### src/rtl/ecc1_pkg.sv
package ecc1_pkg;
  localparam int CODE_W = 24;
  localparam int HALF_W = 12;
  localparam int BYTE_IDX_W = 9;
  localparam int BIT_IDX_W = 3;

  typedef enum logic [1:0] {
    ST_CLEAN = 2'b00,
    ST_FIXED = 2'b01,
    ST_CODE  = 2'b10,
    ST_BAD   = 2'b11
  } ecc_status_e;

  // Build the stored-form code from the raw parity word: two 12-bit fields, inverted.
  function automatic logic [CODE_W-1:0] pack_code(input logic [31:0] raw);
    return ~{raw[16 +: HALF_W], raw[0 +: HALF_W]};
  endfunction
endpackage

### src/rtl/ecc1_classify.sv
module ecc1_classify
  import ecc1_pkg::*;
#(
  parameter int CHUNK_BYTES = 512
) (
  input  logic [CODE_W-1:0]     diff,
  output ecc_status_e           cls_status,
  output logic [BYTE_IDX_W-1:0] cls_byte,
  output logic [BIT_IDX_W-1:0]  cls_bit
);
  logic [HALF_W-1:0] halves_x;
  logic              comp_halves;
  logic              single_bit;

  assign halves_x    = diff[CODE_W-1:HALF_W] ^ diff[HALF_W-1:0];
  assign comp_halves = &halves_x;
  assign single_bit  = (diff != '0) && ((diff & (diff - 1'b1)) == '0);
  assign cls_byte    = diff[CODE_W-1 -: BYTE_IDX_W];
  assign cls_bit     = diff[HALF_W +: BIT_IDX_W];

  always_comb begin
    if (diff == '0) begin
      cls_status = ST_CLEAN;
    end else if (comp_halves) begin
      cls_status = (int'(cls_byte) < CHUNK_BYTES) ? ST_FIXED : ST_BAD;
    end else if (single_bit) begin
      cls_status = ST_CODE;
    end else begin
      cls_status = ST_BAD;
    end
  end
endmodule

### src/rtl/ecc1_bytebuf.sv
module ecc1_bytebuf #(
  parameter int DEPTH = 16,
  localparam int AW = $clog2(DEPTH)
) (
  input  logic          clk,
  input  logic          wr_en,
  input  logic [AW-1:0] wr_addr,
  input  logic [7:0]    wr_data,
  input  logic [AW-1:0] rd_addr_a,
  output logic [7:0]    rd_data_a,
  input  logic [AW-1:0] rd_addr_b,
  output logic [7:0]    rd_data_b
);
  logic [7:0] mem_q [DEPTH];

  always_ff @(posedge clk) begin
    if (wr_en) begin
      mem_q[wr_addr] <= wr_data;
    end
  end

  assign rd_data_a = mem_q[rd_addr_a];
  assign rd_data_b = mem_q[rd_addr_b];
endmodule

### src/rtl/ecc1_fixer.sv
module ecc1_fixer
  import ecc1_pkg::*;
#(
  parameter int CHUNK_BYTES = 512,
  parameter int BUF_BYTES = 16,
  localparam int BUF_AW = $clog2(BUF_BYTES)
) (
  input  logic              clk,
  input  logic              rst_n,
  input  logic              start,
  input  logic              fix_en,
  input  logic [23:0]       stored_code,
  input  logic [31:0]       calc_parity,
  input  logic              buf_we,
  input  logic [BUF_AW-1:0] buf_addr,
  input  logic [7:0]        buf_wdata,
  output logic [7:0]        buf_rdata,
  output logic              done,
  output logic [1:0]        status,
  output logic [8:0]        err_byte,
  output logic [2:0]        err_bit
);
  typedef enum logic [1:0] {S_IDLE, S_EVAL, S_READ, S_WRITE} state_e;

  // Reset: asserted asynchronously, released on the clock.
  logic rst_meta_q, rst_sync_n;
  always_ff @(posedge clk or negedge rst_n) begin
    if (!rst_n) begin
      rst_meta_q <= 1'b0;
      rst_sync_n <= 1'b0;
    end else begin
      rst_meta_q <= 1'b1;
      rst_sync_n <= rst_meta_q;
    end
  end

  state_e                state_q, state_d;
  logic [CODE_W-1:0]     diff_q, diff_d;
  logic                  fix_q, fix_d;
  logic [7:0]            tmp_q, tmp_d;
  logic                  done_q, done_d;
  ecc_status_e           status_q, status_d;
  logic [BYTE_IDX_W-1:0] byte_q, byte_d;
  logic [BIT_IDX_W-1:0]  bit_q, bit_d;

  ecc_status_e           cls_status;
  logic [BYTE_IDX_W-1:0] cls_byte;
  logic [BIT_IDX_W-1:0]  cls_bit;
  logic                  apply_fix;
  logic                  fix_we;
  logic [BUF_AW-1:0]     fix_addr;
  logic [7:0]            fix_rdata;
  logic                  mem_we;
  logic [BUF_AW-1:0]     mem_waddr;
  logic [7:0]            mem_wdata;

  ecc1_classify #(.CHUNK_BYTES(CHUNK_BYTES)) u_cls (
    .diff       (diff_q),
    .cls_status (cls_status),
    .cls_byte   (cls_byte),
    .cls_bit    (cls_bit)
  );

  assign apply_fix = fix_q && (cls_status == ST_FIXED) && (int'(cls_byte) < BUF_BYTES);
  assign fix_addr  = cls_byte[BUF_AW-1:0];
  assign fix_we    = (state_q == S_WRITE);
  assign mem_we    = fix_we || (buf_we && (state_q == S_IDLE));
  assign mem_waddr = fix_we ? fix_addr : buf_addr;
  assign mem_wdata = fix_we ? tmp_q : buf_wdata;

  ecc1_bytebuf #(.DEPTH(BUF_BYTES)) u_buf (
    .clk       (clk),
    .wr_en     (mem_we),
    .wr_addr   (mem_waddr),
    .wr_data   (mem_wdata),
    .rd_addr_a (buf_addr),
    .rd_data_a (buf_rdata),
    .rd_addr_b (fix_addr),
    .rd_data_b (fix_rdata)
  );

  always_comb begin
    state_d  = state_q;
    diff_d   = diff_q;
    fix_d    = fix_q;
    tmp_d    = tmp_q;
    done_d   = 1'b0;
    status_d = status_q;
    byte_d   = byte_q;
    bit_d    = bit_q;
    unique case (state_q)
      S_IDLE: begin
        if (start) begin
          diff_d  = stored_code ^ pack_code(calc_parity);
          fix_d   = fix_en;
          state_d = S_EVAL;
        end
      end
      S_EVAL: begin
        if (apply_fix) begin
          state_d = S_READ;
        end else begin
          done_d   = 1'b1;
          status_d = cls_status;
          byte_d   = (cls_status == ST_FIXED) ? cls_byte : '0;
          bit_d    = (cls_status == ST_FIXED) ? cls_bit : '0;
          state_d  = S_IDLE;
        end
      end
      S_READ: begin
        tmp_d   = fix_rdata ^ (8'b1 << cls_bit);
        state_d = S_WRITE;
      end
      S_WRITE: begin
        done_d   = 1'b1;
        status_d = cls_status;
        byte_d   = cls_byte;
        bit_d    = cls_bit;
        state_d  = S_IDLE;
      end
      default: state_d = S_IDLE;
    endcase
  end

  always_ff @(posedge clk or negedge rst_sync_n) begin
    if (!rst_sync_n) begin
      state_q  <= S_IDLE;
      diff_q   <= '0;
      fix_q    <= 1'b0;
      tmp_q    <= '0;
      done_q   <= 1'b0;
      status_q <= ST_CLEAN;
      byte_q   <= '0;
      bit_q    <= '0;
    end else begin
      state_q  <= state_d;
      diff_q   <= diff_d;
      fix_q    <= fix_d;
      tmp_q    <= tmp_d;
      done_q   <= done_d;
      status_q <= status_d;
      byte_q   <= byte_d;
      bit_q    <= bit_d;
    end
  end

  assign done     = done_q;
  assign status   = status_q;
  assign err_byte = byte_q;
  assign err_bit  = bit_q;
endmodule

### config.mk
export PLATFORM = sky130hd
export DESIGN_NAME = ecc1_fixer
export DESIGN_NICKNAME = d
export VERILOG_FILES = /design/src/rtl/ecc1_pkg.sv /design/src/rtl/ecc1_classify.sv /design/src/rtl/ecc1_bytebuf.sv /design/src/rtl/ecc1_fixer.sv
export SDC_FILE = /design/constraint.sdc
export NUM_CORES = 1
export LEC_CHECK = 0
export BUFFER_PORTS_ARGS = -buffer_cell sky130_fd_sc_hd__clkbuf_2
export CORE_ASPECT_RATIO = 0.75
export CORE_UTILIZATION = 50
export CTS_CLUSTER_SIZE = 14
export DETAILED_ROUTE_END_ITERATION = 16
export GPL_ROUTABILITY_DRIVEN = 1
export HOLD_SLACK_MARGIN = 0.15
export PLACE_DENSITY = 0.8
export SLEW_MARGIN = 25
export SYNTH_ARGS = -nofsm -noshare
export SYNTH_HDL_FRONTEND = slang
export SYNTH_HIERARCHICAL = 1
export SYNTH_SLANG_ARGS = --single-unit
### constraint.sdc
create_clock -name clk -period 2.08 [get_ports clk]
set_input_delay 0.208 -clock clk [delete_from_list [all_inputs] [get_ports clk]]
set_output_delay 0.208 -clock clk [all_outputs]
set_load 0.05 [all_outputs]
==> impl_metrics.env <==
export IMPL_cp_common_cell="or4_4"
export IMPL_max_cap_violations=0
export IMPL_clock_fmax_mhz=299
export IMPL_cp_slowest_cell="or4_4"
export IMPL_clock_sinks=180
export IMPL_path_buf_inv=2
export IMPL_rsz0062_at_grt="true"
export IMPL_rrSetupSlack_ps=-1260
export IMPL_wl_per_cell_microns=24.1
export IMPL_irDropWorstVdd_mv=0.502
export IMPL_start_util_pct=50.9
export IMPL_cts_buffers_inserted=17
export IMPL_io_pins=96
export IMPL_n_fill_cell=1139
export IMPL_min_delay_worst_endpoint="diff_q[11]$_DFFE_PN0P_"
export IMPL_cts_tree="built"
export IMPL_yosysSeqAreaShare_pct=57.4
export IMPL_port_buffers=87
export IMPL_synth_seq_cells=180
export IMPL_cp_arrival_ps=3710
export IMPL_clk_pin_slew_worst_paths_ps=70
export IMPL_critPathCaptureType="register"
export IMPL_worstPathCellList="or4_4 -> or4_4 -> buf_4 -> or4_4 -> o41a_1 -> or2b_4 -> o31ai_4 -> buf_12 -> a32o_1"
export IMPL_reg2reg_from="diff_q[4]$_DFFE_PN0P_"
export IMPL_antenna_found_initial=0
export IMPL_cts_root_buf="clkbuf_16"
export IMPL_die_area_sq_um=18500
export IMPL_hold_viol=0
export IMPL_layout_min_cycle_time_ps=3340
export IMPL_maxSlewHeadroom_pct=59.0
export IMPL_grt_ovfl_total=0
export IMPL_grt_pass1_wl_mm=37.8
export IMPL_min_period_over_period_pct=161
export IMPL_groute_usage_overall_pct=28.4
export IMPL_antenna_left=0
export IMPL_final_nets=866
export IMPL_area_delta_synth_final_pct=29.7
export IMPL_netlist_cell_type_count=56
export IMPL_synth_edf_count=128
export IMPL_die_height_microns=118
export IMPL_ys_flop_type="edfxtp_1"
export IMPL_min_delay_path_depth=3
export IMPL_drtPass1Iterations=6
export IMPL_syn_inst=579
export IMPL_rows=42
export IMPL_violations="setup timing"
export IMPL_hp_class="in2reg"
export IMPL_grt_max_degree=49
export IMPL_synth_area_sq_um=8970
export IMPL_drv_slew=0
export IMPL_r2r_end="err_bit[0]$_DFFE_PN0P_"
export IMPL_p_per_area_nw_per_um2=775
export IMPL_cp_start_kind="register"
export IMPL_first_global_vias=6670
export IMPL_drtIter0Drc=941
export IMPL_outcome="finished with violations"
export IMPL_diodes=0
export IMPL_crit_required_ps=2450
export IMPL_min_from="stored_code[11]"
export IMPL_synth_fp_nets=652
export IMPL_hpwlAfterDp_mm=15.9
export IMPL_place_congestion=0.906
export IMPL_path_max_fanout=13
export IMPL_clkLatencyLatePin_ps=440
export IMPL_cts_max_path_buffers=2
export IMPL_synth_async_reset_ratio_pct=28.9
export IMPL_path_class="reg2reg"
export IMPL_r2r_cells=9
export IMPL_path_delay_family="simple AND/OR/NAND/NOR gates"
export IMPL_drc=0
export IMPL_coreArea_sq_um=17600
export IMPL_viasPerCell=6.29
export IMPL_cts_max_level=4
export IMPL_finalSetupTns_ps=-19960
export IMPL_pre_cts_ws_ps=-1330
export IMPL_tightest_slew_ps=613
export IMPL_vias=6592
export IMPL_finalSetupViolations=29
export IMPL_max_stage_delay_ps=540
export IMPL_p_leak_nw=4.40
export IMPL_die_w_microns=157
export IMPL_layout_drive_gt1_share_pct=44.5
export IMPL_fin_skew_ps=16.5
export IMPL_finalWirelength_mm=25.3
export IMPL_setup_slack_ps=-1260
export IMPL_yosysWarnings=6
export IMPL_syn_area_per_cell_sq_um=15.5
## layout by cell type, fill, tap and decap left out, types with 6 or more instances in the layout
| cell type | count |
|---|---|
| xnor2_1 | 14 |
| nand2_1 | 44 |
| dlygate4sd3_1 | 50 |
| buf_6 | 7 |
| o21ai_0 | 25 |
| o21ai_1 | 8 |
| buf_4 | 85 |
| a22oi_1 | 10 |
| nand2_2 | 8 |
| buf_8 | 6 |
| clkbuf_2 | 79 |
| clkbuf_16 | 17 |
| buf_12 | 9 |
| a22oi_2 | 22 |
| xor2_1 | 28 |
| nor2_1 | 16 |
| mux4_1 | 9 |
| a32o_1 | 7 |
| edfxtp_1 | 128 |
| mux2_2 | 12 |
| mux4_2 | 53 |
| dfrtp_1 | 50 |
## layer usage
| metal | vias up | GRT usage, % | part of all wire, % |
|---|---|---|---|
| li1 | 2728 | - | - |
| met1 | 3251 | 37.5 | 37 |
| met2 | 504 | 45.4 | 49 |
| met3 | 109 | 6.52 | 11 |
| met4 | 0 | 11.9 | 3.9 |
| met5 | - | 0 | 0 |
## sequential cells by signal, indices dropped and copies added, names as in the netlist, named ones only
name	cells
fix_q	1
status	2
done	1
tmp_q	8
err_bit	3
diff_q	24
err_byte	9
rst_sync_n	1
state_q	1
rst_meta_q	1
u_buf/mem_q	128
## cells by family after synthesis
kind of cell,Yosys count,synth area share [%]
mux,77,18.9
compound gates,97,7.90
xor+xnor,44,4.30
fa+ha+maj,4,0.447
simple gates,128,7.30
other cells,1,0.0418
flops,180,57.4
buf+inv,48,3.71
## power by group
group          leakage [nW]  switching [mW]  internal, mW
combinational          2.34            1.11         0.994
clock                 0.245            1.35          1.51
sequential             1.82          0.0928          3.96
total                  4.40            2.55          6.46
## worst max-delay path by stage
| stage | startpoint | endpoint | slack, ps | cells after the start |
|---|---|---|---|---|
| floorplan | diff_q[7]$_DFFE_PN0P_ | err_bit[0]$_DFFE_PN0P_ | -1250 | 11 |
| global placement | diff_q[7]$_DFFE_PN0P_ | err_byte[3]$_DFFE_PN0P_ | -1210 | 9 |
| detailed placement | diff_q[7]$_DFFE_PN0P_ | err_byte[3]$_DFFE_PN0P_ | -1330 | 9 |
| CTS | diff_q[1]$_DFFE_PN0P_ | err_byte[5]$_DFFE_PN0P_ | -1200 | 10 |
| global route | diff_q[4]$_DFFE_PN0P_ | err_byte[4]$_DFFE_PN0P_ | -1360 | 11 |
| finish | diff_q[4]$_DFFE_PN0P_ | err_bit[0]$_DFFE_PN0P_ | -1260 | 9 |
## what timing repair did
action / 4_1_cts / 5_1_grt
hold buffers: 50 / 0
endpoints found under the setup margin: 56 / 115
buffers inserted: 14 / 8
resized for setup: 83 / 36
pin swaps: 32 / 19
gates cloned: 2 / 0
endpoints found under the hold margin: 27 / 0
## through the flow
stage	util [%]	power, mW	hold slack (ps)	std cells	instance area [sq um]
5_1_grt	66.1	9.28	161	1048	11600
6_report	66.1	9.01	178	1048	11600
3_3_place_gp	57.7	5.69	-3.44	947	10200
2_1_floorplan	-	5.22	-87.6	579	9030
3_5_place_dp	57.7	5.76	4.74	947	10200
4_1_cts	65.3	8.87	161	1044	11500
## Yosys cell counts, types with 3 or more instances
cell,n,share of area (%)
o21ai_0,33,1.8
o41ai_1,3,0.29
a22oi_1,32,2.7
xor2_1,28,2.7
or3b_2,3,0.29
or4_1,4,0.33
clkbuf_1,9,0.38
a22o_2,5,0.56
nand2_1,55,2.3
maj3_1,4,0.45
buf_4,14,1.2
mux4_2,34,8.5
edfxtp_1,128,43
a32o_1,7,0.78
dfrtp_1,52,15
mux4_1,28,8.2
nor3b_1,4,0.33
clkdlybuf4s25_2,6,0.67
buf_2,8,0.45
buf_6,7,0.88
nor4_1,5,0.35
nor3_1,7,0.39
or4_4,3,0.38
nor2b_1,3,0.21
xnor2_1,16,1.6
nand2b_1,3,0.21
mux2_2,13,1.6
nand3b_1,5,0.42
o31ai_1,3,0.25
nor2_1,20,0.84
nand3_1,3,0.17
## layout make-up
| cell class | instances | area, sq um | share of cell area (%) |
|---|---|---|---|
| Clock buffer | 18 | 429 | 3.69 |
| Multi-Input combinational cell | 352 | 3700 | 31.8 |
| Clock inverter | 14 | 88.8 | 0.764 |
| Sequential cell | 180 | 5150 | 44.3 |
| Tap cell | 242 | 303 | 2.60 |
| Inverter | 2 | 7.51 | 0.0645 |
| Timing Repair Buffer | 240 | 1960 | 16.8 |
## worst reg2reg max path, cell delays in order (launching register included)
cell,delay (ps)
dfrtp_1,380
or4_4,540
or4_4,530
buf_4,160
or4_4,510
o41a_1,360
or2b_4,280
o31ai_4,210
buf_12,170
a32o_1,150
Power figures use the tool's default switching activity.
